`src/rtl/acc_core_pkg.sv`:
```
package acc_core_pkg;
  localparam int KIND_BIT = 15;
  localparam int SEL_BIT  = 12;
  localparam int OP_LSB   = 8;
  localparam int OP_W     = 4;
  localparam int DST_A    = 5;
  localparam int DST_D    = 4;
  localparam int DST_M    = 3;

  typedef enum logic [OP_W-1:0] {
    OP_ZERO = 4'd0,  OP_ONE  = 4'd1,  OP_NEG1 = 4'd2,  OP_D    = 4'd3,
    OP_X    = 4'd4,  OP_ADD  = 4'd5,  OP_DSUB = 4'd6,  OP_XSUB = 4'd7,
    OP_AND  = 4'd8,  OP_OR   = 4'd9,  OP_NOTD = 4'd10, OP_NOTX = 4'd11,
    OP_NEGD = 4'd12, OP_NEGX = 4'd13, OP_INCD = 4'd14, OP_INCX = 4'd15
  } alu_op_e;

  typedef struct packed {
    logic    is_addr;
    logic    sel_m;
    alu_op_e op;
    logic    dst_a;
    logic    dst_d;
    logic    dst_m;
  } ctrl_t;
endpackage

```
`src/rtl/acc_core_decode.sv`:
```
module acc_core_decode
  import acc_core_pkg::*;
#(
  parameter int W = 16
) (
  input  logic [W-1:0] instr,
  output ctrl_t        ctrl,
  output logic [W-1:0] konst
);
  always_comb begin
    ctrl.is_addr = ~instr[KIND_BIT];
    ctrl.sel_m   = instr[SEL_BIT];
    ctrl.op      = alu_op_e'(instr[OP_LSB +: OP_W]);
    ctrl.dst_a   = instr[KIND_BIT] & instr[DST_A];
    ctrl.dst_d   = instr[KIND_BIT] & instr[DST_D];
    ctrl.dst_m   = instr[KIND_BIT] & instr[DST_M];
    konst        = {1'b0, instr[W-2:0]};
  end
endmodule

```
`src/rtl/acc_core_alu.sv`:
```
module acc_core_alu
  import acc_core_pkg::*;
#(
  parameter int W = 16
) (
  input  logic [W-1:0] d,
  input  logic [W-1:0] x,
  input  alu_op_e      op,
  output logic [W-1:0] y
);
  localparam logic [W-1:0] ONE = {{(W-1){1'b0}}, 1'b1};

  function automatic logic [W-1:0] alu_fn(input logic [W-1:0] dv,
                                          input logic [W-1:0] xv,
                                          input alu_op_e      o);
    logic [W-1:0] r;
    unique case (o)
      OP_ZERO: r = '0;
      OP_ONE:  r = ONE;
      OP_NEG1: r = '1;
      OP_D:    r = dv;
      OP_X:    r = xv;
      OP_ADD:  r = dv + xv;
      OP_DSUB: r = dv - xv;
      OP_XSUB: r = xv - dv;
      OP_AND:  r = dv & xv;
      OP_OR:   r = dv | xv;
      OP_NOTD: r = ~dv;
      OP_NOTX: r = ~xv;
      OP_NEGD: r = '0 - dv;
      OP_NEGX: r = '0 - xv;
      OP_INCD: r = dv + ONE;
      OP_INCX: r = xv + ONE;
      default: r = '0;
    endcase
    return r;
  endfunction

  assign y = alu_fn(d, x, op);
endmodule

```
`src/rtl/acc_core_regs.sv`:
```
module acc_core_regs #(
  parameter int W    = 16,
  parameter int PC_W = 15
) (
  input  logic            clk,
  input  logic            rst,
  input  logic            a_we,
  input  logic [W-1:0]    a_nxt,
  input  logic            d_we,
  input  logic [W-1:0]    d_nxt,
  output logic [W-1:0]    a_q,
  output logic [W-1:0]    d_q,
  output logic [PC_W-1:0] pc_q
);
  always_ff @(posedge clk) begin
    if (a_we) a_q <= a_nxt;
    if (d_we) d_q <= d_nxt;
  end

  always_ff @(posedge clk) begin
    if (rst) pc_q <= '0;
    else     pc_q <= pc_q + 1'b1;
  end
endmodule

```
`src/rtl/acc_core.sv`:
```
module acc_core
  import acc_core_pkg::*;
#(
  parameter int W    = 16,
  parameter int PC_W = 15,
  localparam int AW  = W - 1
) (
  input  logic            clk,
  input  logic            rst,
  input  logic [W-1:0]    instr,
  input  logic [W-1:0]    in_m,
  output logic [W-1:0]    out_m,
  output logic            write_m,
  output logic [AW-1:0]   address_m,
  output logic [PC_W-1:0] pc
);
  ctrl_t        ctrl;
  logic [W-1:0] konst;
  logic [W-1:0] a_q, d_q;
  logic [W-1:0] alu_x, alu_y;
  logic [W-1:0] a_nxt;
  logic         a_we, d_we;

  acc_core_decode #(.W(W)) u_dec (
    .instr (instr),
    .ctrl  (ctrl),
    .konst (konst)
  );

  assign alu_x = ctrl.sel_m ? in_m : a_q;

  acc_core_alu #(.W(W)) u_alu (
    .d  (d_q),
    .x  (alu_x),
    .op (ctrl.op),
    .y  (alu_y)
  );

  assign a_we  = ~rst & (ctrl.is_addr | ctrl.dst_a);
  assign d_we  = ~rst & ctrl.dst_d;
  assign a_nxt = ctrl.is_addr ? konst : alu_y;

  acc_core_regs #(.W(W), .PC_W(PC_W)) u_regs (
    .clk   (clk),
    .rst   (rst),
    .a_we  (a_we),
    .a_nxt (a_nxt),
    .d_we  (d_we),
    .d_nxt (alu_y),
    .a_q   (a_q),
    .d_q   (d_q),
    .pc_q  (pc)
  );

  assign out_m     = alu_y;
  assign write_m   = ~rst & ctrl.dst_m;
  assign address_m = a_q[AW-1:0];
endmodule

```
`config.mk`:
```
export PLATFORM = sky130hd
export DESIGN_NAME = acc_core
export DESIGN_NICKNAME = d
export VERILOG_FILES = /design/src/rtl/acc_core_pkg.sv /design/src/rtl/acc_core_decode.sv /design/src/rtl/acc_core_alu.sv /design/src/rtl/acc_core_regs.sv /design/src/rtl/acc_core.sv
export SDC_FILE = /design/constraint.sdc
export NUM_CORES = 1
export LEC_CHECK = 0
export CORE_AREA = 4 4 139 141
export CTS_CLUSTER_DIAMETER = 40
export DETAILED_ROUTE_END_ITERATION = 10
export DIE_AREA = 0 0 143 145
export DONT_BUFFER_PORTS = 1
export PLACE_DENSITY = 0.54
export SLEW_MARGIN = 30
export SYNTH_ARGS = -nofsm -noshare
export SYNTH_HDL_FRONTEND = slang
export SYNTH_HIERARCHICAL = 1
export SYNTH_SLANG_ARGS = --single-unit
```
`constraint.sdc`:
```
create_clock -name clk -period 4.4 [get_ports clk]
set_clock_uncertainty 0.1 [all_clocks]
set_input_delay 0.44 -clock clk [delete_from_list [all_inputs] [get_ports clk]]
set_output_delay 0.44 -clock clk [all_outputs]
set_load 0.01 [all_outputs]
```
==> metrics.txt, run 1 <==
# TYPE chip_impl_metric gauge
chip_impl_metric{name="placementRows",unit=""} 49
chip_impl_metric{name="totalPowerFinal",unit="mW"} 1.73
chip_impl_metric{name="final.setup.tns",unit="ns"} 0
chip_impl_metric{name="vdd_drop_max",unit="uV"} 195
chip_impl_metric{name="floorplan.core_area",unit="mm2"} 0.0180
chip_impl_info{name="uppermost_metal_layer_occupied_by_signal_nets",value="met4"} 1
chip_impl_metric{name="hold_violations",unit=""} 0
chip_impl_info{name="worstSetupStartpointType",value="flop"} 1
chip_impl_metric{name="netlist_instances",unit=""} 889
chip_impl_metric{name="cts_buffers",unit=""} 5
chip_impl_metric{name="leak",unit="nW"} 2.90
chip_impl_info{name="startpoint",value="u_regs/d_q[1]$_DFFE_PP_"} 1
chip_impl_metric{name="ctsHoldBuffers",unit=""} 0
chip_impl_metric{name="layoutNonFillerInstCount",unit=""} 1086
chip_impl_metric{name="placedCellCount",unit=""} 1072
chip_impl_metric{name="synth_net_count",unit=""} 991
chip_impl_info{name="yosys_most_used_dff",value="sky130_fd_sc_hd__edfxtp_1"} 1
chip_impl_metric{name="syn_area",unit="mm2"} 0.00713
chip_impl_metric{name="min_period",unit="ns"} 4.24
chip_impl_info{name="cts_tree",value="built"} 1
chip_impl_metric{name="gr_overflow_total",unit=""} 0
chip_impl_metric{name="dieArea",unit="mm2"} 0.0207
chip_impl_metric{name="critical_path_peak_fanout",unit=""} 6
chip_impl_metric{name="die_height",unit="um"} 145
chip_impl_info{name="run_status",value="finished, final reports clean"} 1
chip_impl_metric{name="tightestPinTransition",unit="ns"} 0.869
chip_impl_metric{name="route.met2.wl",unit="mm"} 11.1
chip_impl_metric{name="async_reset_ff_share",unit="%"} 0
chip_impl_metric{name="cellPowerDensity",unit="mW/mm2"} 234
chip_impl_metric{name="clock_tree_buffer_depth",unit=""} 2
chip_impl_metric{name="synth-edff-count",unit=""} 32
chip_impl_metric{name="routed_wirelength",unit="mm"} 25.1
chip_impl_metric{name="insertion_delay",unit="ns"} 0.30
chip_impl_info{name="setup.worst_path.end_class",value="output pin"} 1
chip_impl_metric{name="seqPwrFrac",unit="%"} 30.9
chip_impl_metric{name="vias_per_cell",unit=""} 6.07
chip_impl_metric{name="vias",unit=""} 6589
chip_impl_metric{name="first_pass_grt_wire_length",unit="mm"} 38.0
chip_impl_metric{name="max-cap-violations",unit=""} 0
chip_impl_metric{name="starting_density",unit="%"} 39.7
chip_impl_metric{name="route.detailed.wl_per_inst",unit="um"} 23.1
chip_impl_metric{name="swShare",unit="%"} 38.4
chip_impl_metric{name="power_switching",unit="mW"} 0.664
chip_impl_info{name="timing.hold.worst.class",value="primary input to flop"} 1
chip_impl_info{name="layout_commonest_cell",value="sky130_fd_sc_hd__nand2_1"} 1
chip_impl_info{name="timing.rr.start",value="u_regs/d_q[1]$_DFFE_PP_"} 1
chip_impl_metric{name="antenna_found_initial",unit=""} 0
chip_impl_metric{name="layout-drive-gt1-share",unit="%"} 13.4
chip_impl_metric{name="synth_cell_type_count",unit=""} 89
chip_impl_metric{name="clock_power_share",unit="%"} 24.4
chip_impl_metric{name="first_pass_iters",unit=""} 5
chip_impl_metric{name="p_int",unit="mW"} 1.07
chip_impl_metric{name="synth_area_per_cell",unit="um2"} 8.02
chip_impl_info{name="root_buffer",value="sky130_fd_sc_hd__clkbuf_16"} 1
chip_impl_metric{name="yosys_warnings",unit=""} 6
chip_impl_metric{name="synth_seq_cells",unit=""} 47
chip_impl_metric{name="place.port_buffers",unit=""} 0
chip_impl_metric{name="dieWidth",unit="um"} 143
chip_impl_metric{name="met1_length",unit="mm"} 10.7
chip_impl_info{name="layout.cells.most_common_list",value="81 x sky130_fd_sc_hd__nand2_1, 76 x sky130_fd_sc_hd__nor2_1, 65 x sky130_fd_sc_hd__ha_1"} 1
chip_impl_metric{name="place_hpwl",unit="mm"} 18.6
chip_impl_metric{name="final_antenna_net_count",unit=""} 0
chip_impl_metric{name="maximum_number_of_pins_on_one_net_before_global_route_repair",unit=""} 43
chip_impl_metric{name="htreeDepth",unit=""} 2
chip_impl_metric{name="fin_util",unit="%"} 41.2
chip_impl_metric{name="route.met3.wl",unit="mm"} 2.58
chip_impl_metric{name="numClockSinks",unit=""} 47
chip_impl_metric{name="slew_violations",unit=""} 0
chip_impl_metric{name="setup_viol",unit=""} 0
chip_impl_metric{name="num-fill-cells",unit=""} 1863
chip_impl_metric{name="cts.clk_slew.worst_paths",unit="ns"} 0.07
chip_impl_metric{name="globalplace.congestion",unit=""} 0.930
chip_impl_metric{name="sequential_to_total_area_share_from_yosys_stat",unit="%"} 17.7
chip_impl_metric{name="pre_cts_ws",unit="ns"} 0.263
chip_impl_metric{name="critical_path_arrival",unit="ns"} 3.70
chip_impl_metric{name="syn_to_final_growth",unit="%"} 3.74
chip_impl_metric{name="maxSlewHeadroom",unit="%"} 42.0
chip_impl_metric{name="first_global_vias",unit=""} 6340
chip_impl_metric{name="critical_path_required",unit="ns"} 3.86
chip_impl_metric{name="fmaxAchievable",unit="GHz"} 0.236
chip_impl_metric{name="dr_drc_count",unit=""} 0
chip_impl_info{name="hold_path.startpoint",value="rst"} 1
chip_impl_metric{name="worst_slack",unit="ns"} 0.158
chip_impl_metric{name="combPwrFrac",unit="%"} 44.7
chip_impl_metric{name="grt.total_usage",unit="%"} 23.5
chip_impl_info{name="worst-setup-path-type",value="flop to output pin"} 1
chip_impl_metric{name="top_level_ports",unit=""} 81
chip_impl_metric{name="post-route-period-util",unit="%"} 96.4
chip_impl_metric{name="detail_route.iter0.violations",unit=""} 661
chip_impl_metric{name="antennaDiodeCount",unit=""} 0
chip_impl_metric{name="nets_final",unit=""} 958
==> Yosys cell counts (all sizes together), types with 3 or more instances <==
| cell | n | share of area [%] |
|---|---|---|
| a211oi | 4 | 0.42 |
| a21o | 7 | 0.79 |
| a21oi | 62 | 4.4 |
| a221oi | 5 | 0.70 |
| a22oi | 11 | 1.2 |
| a31oi | 10 | 0.97 |
| a32oi | 3 | 0.37 |
| and2 | 7 | 0.61 |
| and3 | 3 | 0.26 |
| buf | 57 | 5.8 |
| clkbuf | 15 | 0.79 |
| dfxtp | 15 | 4.2 |
| edfxtp | 32 | 13 |
| ha | 66 | 12 |
| inv | 52 | 2.7 |
| mux2 | 34 | 6.4 |
| mux2i | 15 | 2.1 |
| nand2 | 81 | 4.3 |
| nand2b | 16 | 1.4 |
| nand3 | 23 | 1.6 |
| nand4 | 12 | 1.6 |
| nor2 | 78 | 4.1 |
| nor2b | 13 | 1.2 |
| nor3 | 17 | 1.5 |
| nor3b | 3 | 0.46 |
| nor4 | 9 | 1.0 |
| o211ai | 11 | 1.2 |
| o21a | 3 | 0.32 |
| o21ai | 59 | 4.2 |
| o221ai | 5 | 0.70 |
| o22ai | 22 | 2.0 |
| o31a | 4 | 0.49 |
| o31ai | 8 | 0.84 |
| o41ai | 6 | 1.1 |
| or3 | 10 | 0.88 |
| or4 | 4 | 0.42 |
| xnor2 | 61 | 7.5 |
| xor2 | 10 | 1.2 |
==> worst max-delay path, cell delays in order (launching register included) <==
cell and delay, ns:
sky130_fd_sc_hd__edfxtp_1 0.48, sky130_fd_sc_hd__buf_4 0.19, sky130_fd_sc_hd__nor3_2 0.25, sky130_fd_sc_hd__buf_4 0.19, sky130_fd_sc_hd__nor2_1 0.05, sky130_fd_sc_hd__xnor2_1 0.13, sky130_fd_sc_hd__ha_1 0.33, sky130_fd_sc_hd__o21a_1 0.12
sky130_fd_sc_hd__o31a_1 0.15, sky130_fd_sc_hd__o41ai_4 0.31, sky130_fd_sc_hd__o21ai_2 0.18, sky130_fd_sc_hd__a21o_2 0.23, sky130_fd_sc_hd__or3_1 0.34, sky130_fd_sc_hd__o211ai_1 0.24, sky130_fd_sc_hd__buf_4 0.21
==> flip-flops by register name, summed over array words and instances (netlist names) <==
signal       cells
u_regs/a_q      16
u_regs/d_q      16
u_regs/pc_q     15
==> metal layers <==
metal  up-vias  track usage, %
met5         -               0
met4         0            6.37
met2       333            36.3
met3        42            6.35
met1      3109            32.4
li1       3105               -
==> cells by family after synthesis <==
kind of cell / count (synthesis) / share of synthesized area, %
compound gates: 242 / 22.6
xor+xnor: 71 / 8.73
fa+ha+maj: 68 / 12.1
buf+inv: 125 / 9.36
flops: 47 / 17.7
mux: 50 / 8.80
other cells: 1 / 0.0526
simple gates: 285 / 20.7
==> power by group through the flow <==
stage | registers, mW | logic (mW) | clock network, mW
floorplan | 0.537 | 0.604 | 0
global placement | 0.545 | 0.743 | 0
detailed placement | 0.546 | 0.744 | 0
CTS | 0.536 | 0.748 | 0.432
global route | 0.538 | 0.845 | 0.450
finish | 0.535 | 0.774 | 0.422
==> area by class of cell <==
class / instances / area [um2] / share of cell area [%]
tap: 229 / 287 / 3.88
clock buffer: 6 / 150 / 2.03
timing repair buffer: 32 / 240 / 3.25
multi-input combinational: 717 / 5240 / 70.9
inverter: 53 / 199 / 2.69
sequential: 47 / 1260 / 17.1
clock inverter: 2 / 13.8 / 0.186
==> worst paths after layout <==
kind / end / slack (ns) / cells after the start
min: u_regs/pc_q[0]$_SDFF_PP0_ / 0.11 / 1
max reg2reg: u_regs/a_q[10]$_DFFE_PP_ / 0.37 / 13
min reg2reg: u_regs/pc_q[11]$_SDFF_PP0_ / 0.45 / 2
max: out_m[11] / 0.16 / 14
==> what timing repair did <==
| action | 4_1_cts | 5_1_grt |
|---|---|---|
| setup buffers | 0 | 6 |
| resized for setup | 0 | 6 |
| setup endpoints to repair | 0 | 8 |
==> stage by stage <==
| step | instance area (um2) | hold slack (ns) |
|---|---|---|
| finish | 7390 | 0.109 |
| global route | 7390 | 0.0959 |
| CTS | 7310 | 0.0978 |
| detailed placement | 7150 | 0.415 |
| global placement | 7140 | 0.413 |
| floorplan | 7130 | 0.408 |
(Power assumes the default switching activity.)
==> inputs of run 2 (changes only) <==
- CORE_AREA: 4 4 139 141 -> 4 4 165 119
- DIE_AREA: 0 0 143 145 -> 0 0 169 123
==> metrics.txt, run 2 (synthesis gave the netlist of run 1 again) <==
# TYPE chip_impl_metric gauge
chip_impl_metric{name="ctsHoldBuffers",unit=""} 0
chip_impl_info{name="timing.hold.worst.class",value="primary input to flop"} 1
chip_impl_metric{name="final_antenna_net_count",unit=""} 0
chip_impl_metric{name="max-cap-violations",unit=""} 0
chip_impl_metric{name="slew_violations",unit=""} 0
chip_impl_info{name="startpoint",value="u_regs/d_q[0]$_DFFE_PP_"} 1
chip_impl_info{name="timing.rr.start",value="u_regs/d_q[4]$_DFFE_PP_"} 1
chip_impl_metric{name="top_level_ports",unit=""} 81
chip_impl_metric{name="leak",unit="nW"} 2.92
chip_impl_metric{name="layoutNonFillerInstCount",unit=""} 1096
chip_impl_metric{name="dieWidth",unit="um"} 169
chip_impl_metric{name="die_height",unit="um"} 123
chip_impl_metric{name="place.port_buffers",unit=""} 0
chip_impl_metric{name="vdd_drop_max",unit="uV"} 138
chip_impl_metric{name="layout-drive-gt1-share",unit="%"} 14.2
chip_impl_metric{name="tightestPinTransition",unit="ns"} 0.998
chip_impl_metric{name="syn_to_final_growth",unit="%"} 4.37
chip_impl_info{name="largest_registers",value="u_regs/a_q: 16 flops, u_regs/d_q: 16 flops, u_regs/pc_q: 15 flops"} 1
chip_impl_info{name="worstSetupStartpointType",value="flop"} 1
chip_impl_metric{name="antennaDiodeCount",unit=""} 0
chip_impl_info{name="run_status",value="finished, final reports clean"} 1
chip_impl_metric{name="numClockSinks",unit=""} 47
chip_impl_metric{name="placedCellCount",unit=""} 1084
chip_impl_metric{name="nets_final",unit=""} 961
chip_impl_metric{name="hold_violations",unit=""} 0
chip_impl_metric{name="antenna_found_initial",unit=""} 1
chip_impl_metric{name="min_period",unit="ns"} 4.18
chip_impl_info{name="root_buffer",value="sky130_fd_sc_hd__clkbuf_16"} 1
chip_impl_metric{name="setup_viol",unit=""} 0
chip_impl_info{name="layout_commonest_cell",value="sky130_fd_sc_hd__nand2_1"} 1
chip_impl_metric{name="maximum_number_of_pins_on_one_net_before_global_route_repair",unit=""} 43
chip_impl_metric{name="clock_tree_buffer_depth",unit=""} 2
chip_impl_metric{name="place_hpwl",unit="mm"} 19.2
chip_impl_metric{name="critical_path_required",unit="ns"} 3.86
chip_impl_info{name="cts_tree",value="built"} 1
chip_impl_metric{name="totalPowerFinal",unit="mW"} 1.77
chip_impl_info{name="layout.cells.most_common_list",value="81 x sky130_fd_sc_hd__nand2_1, 75 x sky130_fd_sc_hd__nor2_1, 65 x sky130_fd_sc_hd__ha_1"} 1
chip_impl_metric{name="post-route-period-util",unit="%"} 94.9
chip_impl_metric{name="first_pass_grt_wire_length",unit="mm"} 39.3
chip_impl_metric{name="gr_overflow_total",unit=""} 0
chip_impl_metric{name="floorplan.core_area",unit="mm2"} 0.0179
chip_impl_metric{name="first_pass_iters",unit=""} 6
chip_impl_info{name="hold_path.startpoint",value="rst"} 1
chip_impl_metric{name="vias_per_cell",unit=""} 6.10
chip_impl_metric{name="critical_path_peak_fanout",unit=""} 5
chip_impl_metric{name="cts.clk_slew.worst_paths",unit="ns"} 0.08
chip_impl_metric{name="first_global_vias",unit=""} 6127
chip_impl_metric{name="starting_density",unit="%"} 39.8
chip_impl_metric{name="insertion_delay",unit="ns"} 0.32
chip_impl_metric{name="route.detailed.wl_per_inst",unit="um"} 24.0
chip_impl_metric{name="cts_buffers",unit=""} 5
chip_impl_metric{name="vias",unit=""} 6689
chip_impl_metric{name="maxSlewHeadroom",unit="%"} 33.3
chip_impl_metric{name="detail_route.iter0.violations",unit=""} 1022
chip_impl_metric{name="globalplace.congestion",unit=""} 0.988
chip_impl_metric{name="cellPowerDensity",unit="mW/mm2"} 238
chip_impl_metric{name="routed_wirelength",unit="mm"} 26.3
chip_impl_info{name="setup.worst_path.end_class",value="output pin"} 1
chip_impl_metric{name="grt.total_usage",unit="%"} 24.8
chip_impl_metric{name="dr_drc_count",unit=""} 0
chip_impl_metric{name="critical_path_arrival",unit="ns"} 3.64
chip_impl_metric{name="fmaxAchievable",unit="GHz"} 0.239
chip_impl_info{name="worst_hold_path.endpoint",value="u_regs/pc_q[0]$_SDFF_PP0_"} 1
chip_impl_metric{name="placementRows",unit=""} 41
chip_impl_metric{name="reg2reg_depth",unit=""} 14
chip_impl_metric{name="dieArea",unit="mm2"} 0.0208
chip_impl_info{name="worst-setup-path-type",value="flop to output pin"} 1
chip_impl_metric{name="r2r_setup_slk",unit="ns"} 0.59
chip_impl_info{name="r2r_end",value="u_regs/a_q[15]$_DFFE_PP_"} 1
chip_impl_metric{name="whs_path_depth",unit=""} 1
chip_impl_metric{name="htreeDepth",unit=""} 2
chip_impl_metric{name="num-fill-cells",unit=""} 1829
## run 2: how the worst max path moves through the flow
stage	endpoint	slack, ns	depth (start not counted)
2_1_floorplan	u_regs/a_q[14]$_DFFE_PP_	0.41	17
3_3_place_gp	u_regs/a_q[15]$_DFFE_PP_	0.47	13
6_report	out_m[11]	0.22	14
5_1_grt	out_m[14]	-0.01	15
4_1_cts	out_m[14]	0.10	13
3_5_place_dp	out_m[14]	0.36	13
## run 2: through the flow
stage          TNS [ns]  area [um2]  hold slack [ns]  utilization, %  setup WS, ns
2_1_floorplan         0        7130            0.408               -         0.406
3_3_place_gp          0        7190            0.409            40.2         0.472
3_5_place_dp          0        7190            0.414            40.2         0.362
4_1_cts               0        7340           0.0661            41.0         0.105
5_1_grt         -0.0111        7440           0.0692            41.5       -0.0111
6_report              0        7440           0.0834            41.5         0.225
## run 2: cell type report
type,instances,area (um2),area share [%]
Clock buffer,5,125,1.68
Clock inverter,3,28.8,0.387
Inverter,53,199,2.67
Multi-Input combinational cell,717,5270,70.8
Sequential cell,47,1260,17.0
Tap cell,236,295,3.97
Timing Repair Buffer,35,263,3.53
## run 2: metal layers
| metal | vias up | part of all wire (%) | track usage (%) |
|---|---|---|---|
| met5 | - | 0.049 | 0 |
| met4 | 2 | 1.4 | 4.47 |
| met3 | 37 | 11 | 7.41 |
| met2 | 362 | 38 | 32.9 |
| met1 | 3168 | 49 | 39.1 |
| li1 | 3120 | - | - |
## run 2: what timing repair did
action,CTS,global route
pin swaps,1,1
gates cloned,0,0
resized for setup,0,11
setup buffers,0,4
endpoints found under the setup margin,1,4
## run 2: worst max-delay path: stages (launching register included)
cell and delay, ns:
sky130_fd_sc_hd__edfxtp_1 0.39, sky130_fd_sc_hd__inv_1 0.17, sky130_fd_sc_hd__ha_2 0.27, sky130_fd_sc_hd__nand2_1 0.09
sky130_fd_sc_hd__o21ai_0 0.21, sky130_fd_sc_hd__xnor2_1 0.15, sky130_fd_sc_hd__ha_1 0.28, sky130_fd_sc_hd__o21ai_0 0.17
sky130_fd_sc_hd__or2b_2 0.34, sky130_fd_sc_hd__o41ai_4 0.07, sky130_fd_sc_hd__o21ai_2 0.17, sky130_fd_sc_hd__a21o_2 0.23
sky130_fd_sc_hd__or3_1 0.39, sky130_fd_sc_hd__o211ai_1 0.19, sky130_fd_sc_hd__buf_4 0.19
## run 2: report_power, final
group	internal [mW]	switching, mW
sequential	0.505	0.0313
combinational	0.316	0.469
clock	0.221	0.231
